[src/rtl/kud_pkg.sv]
`timescale 1ns/1ps
package kud_pkg;
  localparam int LFSR_W = 16;

  typedef enum logic [2:0] {
    ST_SCRUB = 3'd0,
    ST_LOAD  = 3'd1,
    ST_REQ   = 3'd2,
    ST_WAIT  = 3'd3,
    ST_COMB  = 3'd4,
    ST_SHIFT = 3'd5,
    ST_DONE  = 3'd6
  } kud_state_e;
endpackage

[src/rtl/kud_rst_sync.sv]
`timescale 1ns/1ps
module kud_rst_sync #(
  parameter int STAGES = 2
) (
  input  logic clk,
  input  logic rst_n,
  output logic rst_sync_n
);
  logic [STAGES-1:0] sync_q;
  logic [STAGES-1:0] sync_d;

  always_comb begin
    sync_d = {sync_q[STAGES-2:0], 1'b1};
  end

  always_ff @(posedge clk or negedge rst_n) begin
    if (!rst_n) begin
      sync_q <= '0;
    end else begin
      sync_q <= sync_d;
    end
  end

  assign rst_sync_n = sync_q[STAGES-1];
endmodule

[src/rtl/kud_lfsr.sv]
`timescale 1ns/1ps
module kud_lfsr #(
  parameter logic [kud_pkg::LFSR_W-1:0] SEED = 16'hACE1
) (
  input  logic                       clk,
  input  logic                       rst_n,
  output logic [kud_pkg::LFSR_W-1:0] state_o
);
  import kud_pkg::*;

  logic [LFSR_W-1:0] lfsr_q;
  logic [LFSR_W-1:0] lfsr_d;
  logic              fb;

  // Taps 16,14,13,11: maximal length, never reaches zero from a nonzero seed
  always_comb begin
    fb     = lfsr_q[15] ^ lfsr_q[13] ^ lfsr_q[12] ^ lfsr_q[10];
    lfsr_d = {lfsr_q[LFSR_W-2:0], fb};
  end

  always_ff @(posedge clk or negedge rst_n) begin
    if (!rst_n) begin
      lfsr_q <= SEED;
    end else begin
      lfsr_q <= lfsr_d;
    end
  end

  assign state_o = lfsr_q;
endmodule

[src/rtl/kud_ctrl.sv]
`timescale 1ns/1ps
module kud_ctrl #(
  parameter int KEY_W      = 8,
  parameter bit SERIAL     = 1'b0,
  parameter bit RAND_RESET = 1'b0
) (
  input  logic clk,
  input  logic rst_n,
  input  logic puf_done_i,
  output logic scrub_en_o,
  output logic load_en_o,
  output logic req_o,
  output logic cap_en_o,
  output logic step_en_o,
  output logic valid_o
);
  import kud_pkg::*;

  localparam int CNT_W = (KEY_W > 2) ? $clog2(KEY_W) : 1;
  localparam logic [CNT_W-1:0] CNT_LAST = CNT_W'(KEY_W - 1);
  localparam kud_state_e ST_INIT = RAND_RESET ? ST_SCRUB : ST_LOAD;

  kud_state_e        state_q, state_d;
  logic [CNT_W-1:0]  cnt_q, cnt_d;

  // next state
  always_comb begin
    state_d = state_q;
    cnt_d   = '0;
    unique case (state_q)
      ST_SCRUB: state_d = ST_LOAD;
      ST_LOAD:  state_d = ST_REQ;
      ST_REQ:   state_d = ST_WAIT;
      ST_WAIT: begin
        if (puf_done_i) begin
          state_d = SERIAL ? ST_SHIFT : ST_COMB;
        end
      end
      ST_COMB:  state_d = ST_DONE;
      ST_SHIFT: begin
        if (cnt_q == CNT_LAST) begin
          state_d = ST_DONE;
        end else begin
          cnt_d = cnt_q + 1'b1;
        end
      end
      ST_DONE:  state_d = ST_DONE;
      default:  state_d = ST_INIT;
    endcase
  end

  // registers
  always_ff @(posedge clk or negedge rst_n) begin
    if (!rst_n) begin
      state_q <= ST_INIT;
      cnt_q   <= '0;
    end else begin
      state_q <= state_d;
      cnt_q   <= cnt_d;
    end
  end

  // decoded enables
  always_comb begin
    scrub_en_o = (state_q == ST_SCRUB);
    load_en_o  = (state_q == ST_LOAD);
    req_o      = (state_q == ST_REQ);
    cap_en_o   = (state_q == ST_WAIT) && puf_done_i;
    step_en_o  = (state_q == ST_COMB) || (state_q == ST_SHIFT);
    valid_o    = (state_q == ST_DONE);
  end
endmodule

[src/rtl/kud_datapath.sv]
`timescale 1ns/1ps
module kud_datapath #(
  parameter int KEY_W  = 8,
  parameter bit SERIAL = 1'b0
) (
  input  logic             clk,
  input  logic             rst_n,
  input  logic             scrub_en_i,
  input  logic [KEY_W-1:0] scrub_val_i,
  input  logic             load_en_i,
  input  logic [KEY_W-1:0] wrapped_i,
  input  logic             cap_en_i,
  input  logic [KEY_W-1:0] puf_i,
  input  logic             step_en_i,
  output logic [KEY_W-1:0] key_q_o
);
  logic [KEY_W-1:0] wrap_q, wrap_d;
  logic [KEY_W-1:0] puf_q,  puf_d;
  logic [KEY_W-1:0] key_q,  key_d;

  generate
    if (SERIAL) begin : g_serial
      logic xor_bit;
      always_comb begin
        xor_bit = wrap_q[KEY_W-1] ^ puf_q[KEY_W-1];
        wrap_d  = wrap_q;
        puf_d   = puf_q;
        key_d   = key_q;
        if (scrub_en_i) begin
          wrap_d = scrub_val_i;
          puf_d  = ~scrub_val_i;
          key_d  = {scrub_val_i[0], scrub_val_i[KEY_W-1:1]};
        end
        if (load_en_i) begin
          wrap_d = wrapped_i;
        end
        if (cap_en_i) begin
          puf_d = puf_i;
        end
        if (step_en_i) begin
          wrap_d = {wrap_q[KEY_W-2:0], 1'b0};
          puf_d  = {puf_q[KEY_W-2:0], 1'b0};
          key_d  = {key_q[KEY_W-2:0], xor_bit};
        end
      end
    end else begin : g_parallel
      always_comb begin
        wrap_d = wrap_q;
        puf_d  = puf_q;
        key_d  = key_q;
        if (scrub_en_i) begin
          wrap_d = scrub_val_i;
          puf_d  = ~scrub_val_i;
          key_d  = {scrub_val_i[0], scrub_val_i[KEY_W-1:1]};
        end
        if (load_en_i) begin
          wrap_d = wrapped_i;
        end
        if (cap_en_i) begin
          puf_d = puf_i;
        end
        if (step_en_i) begin
          key_d = wrap_q ^ puf_q;
        end
      end
    end
  endgenerate

  always_ff @(posedge clk or negedge rst_n) begin
    if (!rst_n) begin
      wrap_q <= '0;
      puf_q  <= '0;
      key_q  <= '0;
    end else begin
      wrap_q <= wrap_d;
      puf_q  <= puf_d;
      key_q  <= key_d;
    end
  end

  assign key_q_o = key_q;
endmodule

[src/rtl/key_unwrap_seq.sv]
`timescale 1ns/1ps
module key_unwrap_seq #(
  parameter int                             KEY_W      = 8,
  parameter bit                             SERIAL     = 1'b0,
  parameter bit                             RAND_RESET = 1'b0,
  parameter logic [kud_pkg::LFSR_W-1:0]     LFSR_SEED  = 16'hACE1
) (
  input  logic             clk,
  input  logic             rst_n,
  input  logic [KEY_W-1:0] wrapped_key_i,
  output logic             puf_start_o,
  input  logic             puf_done_i,
  input  logic [KEY_W-1:0] puf_data_i,
  output logic [KEY_W-1:0] key_o,
  output logic             key_valid_o
);
  import kud_pkg::*;

  logic             rst_int_n;
  logic             scrub_en, load_en, cap_en, step_en, valid;
  logic [KEY_W-1:0] scrub_val;
  logic [KEY_W-1:0] key_q;

  kud_rst_sync #(.STAGES(2)) u_rst (
    .clk        (clk),
    .rst_n      (rst_n),
    .rst_sync_n (rst_int_n)
  );

  generate
    if (RAND_RESET) begin : g_mask
      logic [LFSR_W-1:0] lfsr_q;
      kud_lfsr #(.SEED(LFSR_SEED)) u_lfsr (
        .clk     (clk),
        .rst_n   (rst_int_n),
        .state_o (lfsr_q)
      );
      always_comb begin
        for (int i = 0; i < KEY_W; i++) begin
          scrub_val[i] = lfsr_q[i % LFSR_W];
        end
      end
    end else begin : g_fixed
      assign scrub_val = '0;
    end
  endgenerate

  kud_ctrl #(
    .KEY_W      (KEY_W),
    .SERIAL     (SERIAL),
    .RAND_RESET (RAND_RESET)
  ) u_ctrl (
    .clk        (clk),
    .rst_n      (rst_int_n),
    .puf_done_i (puf_done_i),
    .scrub_en_o (scrub_en),
    .load_en_o  (load_en),
    .req_o      (puf_start_o),
    .cap_en_o   (cap_en),
    .step_en_o  (step_en),
    .valid_o    (valid)
  );

  kud_datapath #(
    .KEY_W  (KEY_W),
    .SERIAL (SERIAL)
  ) u_dp (
    .clk         (clk),
    .rst_n       (rst_int_n),
    .scrub_en_i  (scrub_en),
    .scrub_val_i (scrub_val),
    .load_en_i   (load_en),
    .wrapped_i   (wrapped_key_i),
    .cap_en_i    (cap_en),
    .puf_i       (puf_data_i),
    .step_en_i   (step_en),
    .key_q_o     (key_q)
  );

  assign key_valid_o = valid;
  assign key_o       = valid ? key_q : '0;
endmodule

[config.mk]
export PLATFORM = sky130hd
export DESIGN_NAME = key_unwrap_seq
export DESIGN_NICKNAME = d
export VERILOG_FILES = /design/src/rtl/kud_pkg.sv /design/src/rtl/kud_rst_sync.sv /design/src/rtl/kud_lfsr.sv /design/src/rtl/kud_ctrl.sv /design/src/rtl/kud_datapath.sv /design/src/rtl/key_unwrap_seq.sv
export SDC_FILE = /design/constraint.sdc
export NUM_CORES = 1
export LEC_CHECK = 0
export ABC_CLOCK_PERIOD_IN_PS = 1500
export CAP_MARGIN = 5
export CORE_MARGIN = 2
export CORE_UTILIZATION = 50
export DETAILED_ROUTE_END_ITERATION = 16
export PLACE_DENSITY = 0.78
export REMOVE_ABC_BUFFERS = 1
export SKIP_LAST_GASP = 1
export SLEW_MARGIN = 20
export SYNTH_ARGS = -nofsm -noshare
export SYNTH_HDL_FRONTEND = slang
export SYNTH_SLANG_ARGS = --single-unit
[constraint.sdc]
create_clock -name clk -period 1.5 [get_ports clk]
set_input_delay 0.3 -clock clk [delete_from_list [all_inputs] [get_ports clk]]
set_output_delay 0.3 -clock clk [all_outputs]
set_load 0.02 [all_outputs]
Word level (Yosys, flattened, before mapping)
Cells that the tools add are included.
- bits in registers: 32
- input port bits: 19
- add/sub/neg operators: 1
- eq/ne operators: 9
- muxes and demuxes: 11
- bitwise operators: 1
- reductions and logical operators: 8
- operators by type and width (operator ; count):
    $mux W8 ; 6
    $pmux W3 S5 ; 1
    $eq A3 B3 Y1 const B ; 4
    $mux W3 ; 4
    $xor A8 B8 Y8 ; 1
    $eq A3 B2 Y1 const B ; 2
    $reduce_bool A2 Y1 ; 3
    $add A3 B1 Y3 const B ; 1
    $eq A3 B1 Y1 const B ; 1
    $logic_not A3 Y1 ; 1
    $ne A2 B1 Y1 const B ; 1
    $ne A2 B2 Y1 const B ; 1
    $reduce_and A2 Y1 ; 1
    $reduce_or A2 Y1 ; 1
    $logic_and A1 B1 Y1 ; 1
    $logic_or A1 B1 Y1 ; 1

Depth between registers and ports, before layout
Gate-level depths: netlist (run 1).
- depth after elaboration: 3
- mapped depth: 6
- depth with buffers taken out: 5

Modules after synthesis
From an unflattened synthesis (run 1), not the netlist that was laid out.
- cell total of the unflattened synthesis: 149
- area, all modules: 1692.9 µm²
- by module, submodules not included (module ; instances ; cells each ; area each (µm²) ; seq. area each (µm²)):
    kud_datapath ; 1 ; 110 ; 1297.5 ; 600.6
    kud_ctrl ; 1 ; 27 ; 287.8 ; 151.4
    key_unwrap_seq ; 1 ; 9 ; 53.8 ; 0.0
    kud_rst_sync ; 1 ; 3 ; 53.8 ; 50.0

Least setup slack after synthesis (run 1)
OpenSTA, ideal clock, no wires.
- path kind: reg2out
- start point: register u_ctrl.state_q[0]
- end point: output puf_start_o
- data arrival time: 1206 ps
- slack: -6 ps
- stages on the path, launching flop included: 4
- buffers on the path: 2
- path through: dfstp_2 -> buf_2 -> buf_2 -> nor3b_1
- word-level cells in the longest chain between the ends: 1
- ends and longest elaborated chain (element ; line ; text):
    start, declared ; kud_ctrl.sv:23 ; kud_state_e state_q, state_d;
    start signal, assigned ; kud_ctrl.sv:58 ; state_q <= state_d;
    $eq A3 B2 Y1 ; kud_ctrl.sv:67 ; req_o = (state_q == ST_REQ);
    end, declared ; key_unwrap_seq.sv:11 ; output logic puf_start_o,
Every way passes these cells.

Final worst setup path (run 1)
- start point: register u_ctrl.state_q[0]
- end point: output key_o[4]
- word-level cells in the longest chain between the ends: 2
- ends and longest elaborated chain (element ; line ; text):
    $eq A3 B3 Y1 ; kud_ctrl.sv:70 ; valid_o = (state_q == ST_DONE);
    $mux W8 ; key_unwrap_seq.sv:81 ; assign key_o = valid ? key_q : '0;
    end, declared ; key_unwrap_seq.sv:14 ; output logic [KEY_W-1:0] key_o,
Every way passes these cells.

==> flow_summary.yaml, run 1 <==
route:
  drc: 0
  ant_nets: 0
  wl_per_cell_um: 14.8
  via_per_inst: 5.56
  num_vias: 1128
  routed_wl_mm: 3.01
  first_iter_violations: 32
  first_pass_iters: 4
power:
  finalPower_mw: 3.61
  switching_share_pct: 38.0
  switching_power_mw: 1.37
  peakVddDrop_mv: 1.52
  p_comb_share_pct: 45.3
  cellPowerDensity_mw_per_mm2: 1860
  power_frac_seq_pct: 40.6
  p_int_mw: 2.24
  power_frac_clock_pct: 14.1
  cellLeakagePower_nw: 0.886
flow_run:
  drv_cap: 0
die:
  die_h_um: 58.1
  pin_count: 29
  start_util_pct: 53.0
  rows: 19
  fp.dieW_um: 58.1
  fp.dieArea_mm2: 0.00337
  core_mm2: 0.00276
timing:
  final-setup-viol-count: 19
  hold_violations: 0
  setup_slack_ns: -0.0915
  skew_ns: 0.0183
  min_period_ns: 1.59
  rsz0062_at_grt: "true"
  maxSlewViolCount: 0
  tns_ns: -0.972
  finalHoldWorstSlack_ns: 0.129
  timing.final.crit_share_pct: 106
  fmax_ghz: 0.628
worst_setup_path:
  crit_buf_inv: 1
  crit_fanout: 5
  cp.required_ns: 1.20
  crit_chain: "nor2b_4 -> and3_4 -> buf_6"
  max_stage_delay_ns: 0.60
  crit_type: "flop to output port"
  critPathLaunchType: "flop"
  critical-path-slowest-cell: "dfstp_2"
  critPathArrivalTime_ns: 1.29
  endpoint_kind: "output port"
  crit_family: "flip-flops"
final_layout:
  fill_cells: 224
  area_growth_pct: 32.8
  seq_area_um2: 803
  drive_above_1_share_pct: 27.3
  num_antenna_cells: 0
  finalNetCount: 192
  multi_input_area_um2: 653
outcome:
  outcome: "complete, but fails checks"
  failed_checks: "negative setup slack"
synth:
  syn_inst: 134
  synthTopCellsByCount: "31 x dfrtp_1, 20 x nand2_1, 10 x and3_1"
  async_flop_share_pct: 100
  synth_area_leaders: "dfrtp_1 53%, a22o_1 5.4%, nand2_1 5.1%"
  yosysWarnings: 0
  synth_cell_types: 30
  synth-seq-cells: 32
  yosysTopAreaCellShare_pct: 53.0
  ys.flop_type: "dfrtp_1"
  synth_top_area_cell: "dfrtp_1"
  synth_edf_count: 0
  yosysMostFrequentCell: "dfrtp_1"
  syn_area_per_cell_um2: 10.9
  syn_area_mm2: 0.00146
  ys_seq_area_share_pct: 54.8
clocking:
  cts.path.max_buffers: 2
  cts-hold-fix-buffers: 0
  htreeDepth: 2
  clkLatencyLatePin_ns: 0.34
  clk_pin_slew_ns: 0.09
  clock-sinks: 32
  cts_tree: "done"
  numCtsBuffers: 5
  cts_root_buffer: "clkbuf_4"
global_routing:
  grt_overflow: 0
  grt_pass1_vias: 1082
  track_usage_pct: 20.3
  grt_pass1_wl_mm: 5.11
  grt_max_degree: 31
  antenna_found_initial: 0
placement:
  dp_hpwl_mm: 2.05
  gp_congestion: 0.768
  io_buffers: 28
hold_path:
  hp-class: "input port to asynchronous set/reset pin"
## stage by stage
stage,util (%),cells,setup slack [ns],cell area [um2]
final,70.4,203,-0.0915,1940
after global routing,70.4,203,-0.166,1940
after global placement,64.6,192,-0.233,1780
after CTS,68.7,202,-0.0749,1890
after detailed placement,64.6,192,-0.321,1780
after floorplan,-,124,-0.0128,1390
## what timing repair did
item / 4_1_cts / 5_1_grt
setup buffers: 2 / 0
setup endpoints to repair: 21 / 30
gates cloned: 0 / 1
pin swaps: 1 / 5
gates resized for setup: 68 / 9
## metal layers
metal / wire, um / GRT usage [%] / vias up
met1: 1330 / 26.8 / 536
met5: 0 / 0 / -
met4: 19 / 5.98 / 0
li1: - / - / 553
met2: 1490 / 32.1 / 37
met3: 170 / 6.70 / 2
## final timing paths
| check | start | endpoint | slack (ns) | cells after the start |
|---|---|---|---|---|
| worst max register to register | u_ctrl.state_q[0] | u_dp.puf_q[4] | -0.04 | 6 |
| worst min-delay path | rst_n | u_rst.sync_q[1] | 0.13 | 1 |
| worst max-delay path | u_ctrl.state_q[0] | key_o[4] | -0.09 | 3 |
| worst min register to register | u_rst.sync_q[1] | u_dp.key_q_o[0] | 0.23 | 1 |
| min in group clk | u_rst.sync_q[0] | u_rst.sync_q[1] | 0.36 | 0 |
| max in group asynchronous | u_rst.sync_q[1] | u_ctrl.state_q[0] | 0.94 | 1 |
## power groups by stage
stage	clock, mW	combinational [mW]	sequential [mW]
6_report	0.510	1.64	1.46
5_1_grt	0.571	1.80	1.51
2_1_floorplan	0	0.867	1.51
4_1_cts	0.521	1.57	1.43
3_3_place_gp	0	1.42	1.41
3_5_place_dp	0	1.49	1.44
## registers in the layout, summed over array words and instances (netlist names)
signal / flops
u_dp.key_q_o: 8
u_dp.puf_q: 8
u_dp.wrap_q: 8
u_ctrl.cnt_q: 3
u_ctrl.state_q: 3
u_rst.sync_q: 2
## kinds of logic after synthesis
| logic type | count (synthesis) | share of synthesized area (%) |
|---|---|---|
| compound gates | 39 | 19.4 |
| xor+xnor | 8 | 4.79 |
| fa+ha+maj | 2 | 1.71 |
| buf+inv | 11 | 4.96 |
| flops | 32 | 54.8 |
| other cells | 1 | 0.256 |
| simple gates | 41 | 14.0 |
## placed cells by master, fill, tap and decap left out, types with 8 or more instances in the layout
cell and instances:
o22ai_1 8, and3_4 8, clkdlybuf4s50_1 18, dfrtp_1 30
buf_6 9, a2bb2oi_1 8, xor2_1 8, buf_4 10
a22o_1 9, nand2_1 20
## layout make-up
| class | count | area share [%] |
|---|---|---|
| sequential | 32 | 41.4 |
| multi-input combinational | 92 | 33.6 |
| timing repair buffer | 39 | 19.7 |
| clock buffer | 6 | 2.64 |
| tap | 31 | 2.00 |
| clock inverter | 2 | 0.515 |
| inverter | 1 | 0.193 |
No activity file was read; power rests on OpenSTA's default activity.
==> run 2: changes to the inputs <==
--- a/config.mk
+++ b/config.mk
@@ -5,10 +5,11 @@
 export SDC_FILE = /design/constraint.sdc
 export NUM_CORES = 1
 export LEC_CHECK = 0
+export ABC_AREA = 1
 export ABC_CLOCK_PERIOD_IN_PS = 1500
 export CAP_MARGIN = 5
 export CORE_MARGIN = 2
-export CORE_UTILIZATION = 50
+export CORE_UTILIZATION = 51
 export DETAILED_ROUTE_END_ITERATION = 16
 export PLACE_DENSITY = 0.78
 export REMOVE_ABC_BUFFERS = 1
==> run 2 against run 1 <==
The flow still finishes with violations (negative setup slack); clock power is 7.5% higher; largest cell class unchanged; final area is 6.2% higher; sequential cell count stayed put; sequential power hardly changed; critical endpoint is now key_o[3].
==> flow_summary.yaml, run 2 <==
global_routing:
  grt_pass1_wl_mm: 5.29
  grt_pass1_vias: 1192
  track_usage_pct: 20.1
  grt_max_degree: 31
  grt_overflow: 0
  antenna_found_initial: 0
outcome:
  failed_checks: "negative setup slack"
  outcome: "complete, but fails checks"
power:
  cellLeakagePower_nw: 1.06
  power_frac_clock_pct: 14.1
  power_frac_seq_pct: 37.2
  p_int_mw: 2.23
  cellPowerDensity_mw_per_mm2: 1890
  peakVddDrop_mv: 0.824
  p_comb_share_pct: 48.8
  switching_power_mw: 1.66
  switching_share_pct: 42.6
  finalPower_mw: 3.89
worst_setup_path:
  crit_end: "key_o[3]"
  timing.rr.end: "u_dp.puf_q[1]"
  critPathLaunchType: "flop"
  r2r_slack_ns: 0.11
  r2r-start: "u_ctrl.state_q[0]"
  endpoint_kind: "output port"
  crit_type: "flop to output port"
  cp.required_ns: 1.20
  crit_fanout: 5
  cp-startpoint: "u_ctrl.state_q[0]"
  ff2ff_path_depth: 6
  critPathArrivalTime_ns: 1.25
clocking:
  cts.path.max_buffers: 2
  clk_pin_slew_ns: 0.09
  clkLatencyLatePin_ns: 0.33
  htreeDepth: 2
  cts_root_buffer: "clkbuf_4"
  cts_tree: "done"
  numCtsBuffers: 5
  clock-sinks: 32
  cts-hold-fix-buffers: 0
synth:
  synth_edf_count: 0
  synth_top_area_cell: "dfrtp_1"
  synthTopCellsByCount: "46 x nand2_1, 31 x dfrtp_1, 23 x nand3_1"
  async_flop_share_pct: 100
  ys_seq_area_share_pct: 49.6
  yosysMostFrequentCell: "nand2_1"
  synth-seq-cells: 32
  ys.flop_type: "dfrtp_1"
  syn_area_mm2: 0.00162
  syn_area_per_cell_um2: 9.09
  syn_inst: 178
  yosysWarnings: 0
  synth_area_leaders: "dfrtp_1 48%, nand2_1 11%, nand3_1 7.1%"
  synth_cell_types: 22
  yosysTopAreaCellShare_pct: 48.0
timing:
  final-setup-viol-count: 10
  hold_violations: 0
  fmax_ghz: 0.645
  min_period_ns: 1.55
  rsz0062_at_grt: "true"
  tns_ns: -0.385
  setup_slack_ns: -0.0505
  timing.final.crit_share_pct: 103
  skew_ns: 0.00442
  maxSlewViolCount: 0
route:
  via_per_inst: 4.90
  routed_wl_mm: 3.08
  first_iter_violations: 37
  drc: 0
  num_vias: 1294
  first_pass_iters: 4
  wl_per_cell_um: 11.7
  ant_nets: 0
die:
  fp.dieW_um: 60.3
  start_util_pct: 53.4
  core_mm2: 0.00303
  fp.dieArea_mm2: 0.00364
  rows: 20
  pin_count: 29
  die_h_um: 60.3
placement:
  place_area_mm2: 0.00197
  io_buffers: 28
  dpl.cell_count: 255
  dp_hpwl_mm: 2.33
  gp_congestion: 0.837
  post-place-ws_ns: -0.131
final_layout:
  mostFrequentLayoutCells: "46 x nand2_1, 30 x dfrtp_1, 23 x nand3_1"
  area_growth_pct: 27.5
  stdcell_count: 264
  fin_area_mm2: 0.00206
  mostFrequentLayoutCell: "nand2_1"
  num_antenna_cells: 0
  finalNetCount: 241
  drive_above_1_share_pct: 24.1
flow_run:
  drv_cap: 0
hold_path:
  hp-class: "input port to asynchronous set/reset pin"
-- run 2: cell types whose count changed after synthesis, moves of 4 or more --
cell | previous run | this run
nand2_1 | 20 | 46
nor2_1 | 0 | 12
nand3_2 | 0 | 4
o22ai_1 | 8 | 0
and3_1 | 10 | 0
a2bb2oi_1 | 8 | 0
nand2_4 | 0 | 4
a22o_1 | 9 | 0
nand3_1 | 1 | 23
inv_1 | 1 | 22
-- run 2: cell type report --
cell class / instances / area, um2
Fill cell: 244 / 966
Inverter: 25 / 101
Multi-Input combinational cell: 117 / 701
Clock buffer: 7 / 65.1
Sequential cell: 32 / 803
Tap cell: 44 / 55.1
Timing Repair Buffer: 39 / 337
-- run 2: cell families after synthesis --
kind of cell / share of synthesized area (%)
AOI/OAI and AO/OA: 3.33
xor gates and xnor gates: 4.33
adders and majority gates: 1.55
buffers and inverters: 9.44
DFF: 49.6
other: 0.232
and+or+nand+nor: 31.6
-- run 2: what timing repair did --
item | CTS | global route
pin swaps | 1 | 2
resized for setup | 45 | 13
gates cloned | 1 | 0
endpoints found under the setup margin | 10 | 10
setup buffers | 1 | 0
-- run 2: worst max-delay path, stage by stage (launching register included) --
cell and delay [ns]:
dfstp_2 0.58, inv_4 0.06, nand3_4 0.08, nor2_1 0.05
buf_2 0.15
-- run 2: worst min path at each step --
stage / startpoint / endpoint / slack (ns) / cells after the start
final: rst_n / u_rst.sync_q[0] / 0.11 / 1
after global routing: rst_n / u_rst.sync_q[0] / 0.10 / 1
after CTS: rst_n / u_rst.sync_q[0] / 0.10 / 1
after detailed placement: u_rst.sync_q[1] / u_dp.wrap_q[3] / 0.26 / 1
after global placement: u_rst.sync_q[1] / u_dp.wrap_q[3] / 0.25 / 1
after floorplan: rst_n / u_rst.sync_q[0] / 0.004 / 0
-- run 2: metal layers --
| layer | GRT usage, % | wire, um | share of wire, % | vias to the layer above |
|---|---|---|---|---|
| met3 | 6.28 | 193 | 6.3 | 9 |
| met4 | 8.89 | 71 | 2.3 | 0 |
| met5 | 0 | 0 | 0 | - |
| li1 | - | - | - | 639 |
| met1 | 25.0 | 1350 | 44 | 607 |
| met2 | 32.3 | 1460 | 47 | 39 |
-- run 2: stage by stage --
stage | util, % | hold WS, ns
2_1_floorplan | - | 0.00441
3_3_place_gp | 65.2 | 0.254
3_5_place_dp | 65.2 | 0.255
4_1_cts | 66.7 | 0.102
5_1_grt | 68.1 | 0.100
6_report | 68.1 | 0.114
-- run 2: power groups by stage --
stage | combinational, mW | clock [mW] | sequential [mW]
2_1_floorplan | 1.13 | 0 | 1.55
3_3_place_gp | 1.78 | 0 | 1.42
6_report | 1.90 | 0.548 | 1.45
4_1_cts | 1.86 | 0.560 | 1.43
5_1_grt | 2.12 | 0.599 | 1.48
3_5_place_dp | 1.83 | 0 | 1.44
==> run 3: changes to the inputs <==
--- a/config.mk
+++ b/config.mk
@@ -7,7 +7,7 @@
 export LEC_CHECK = 0
 export ABC_AREA = 1
 export ABC_CLOCK_PERIOD_IN_PS = 1500
-export CAP_MARGIN = 5
+export CAP_MARGIN = 20
 export CORE_MARGIN = 2
 export CORE_UTILIZATION = 51
 export DETAILED_ROUTE_END_ITERATION = 16
==> results of run 3 <==
No change in the layout: final DEF, timing and power equal those of run 2.
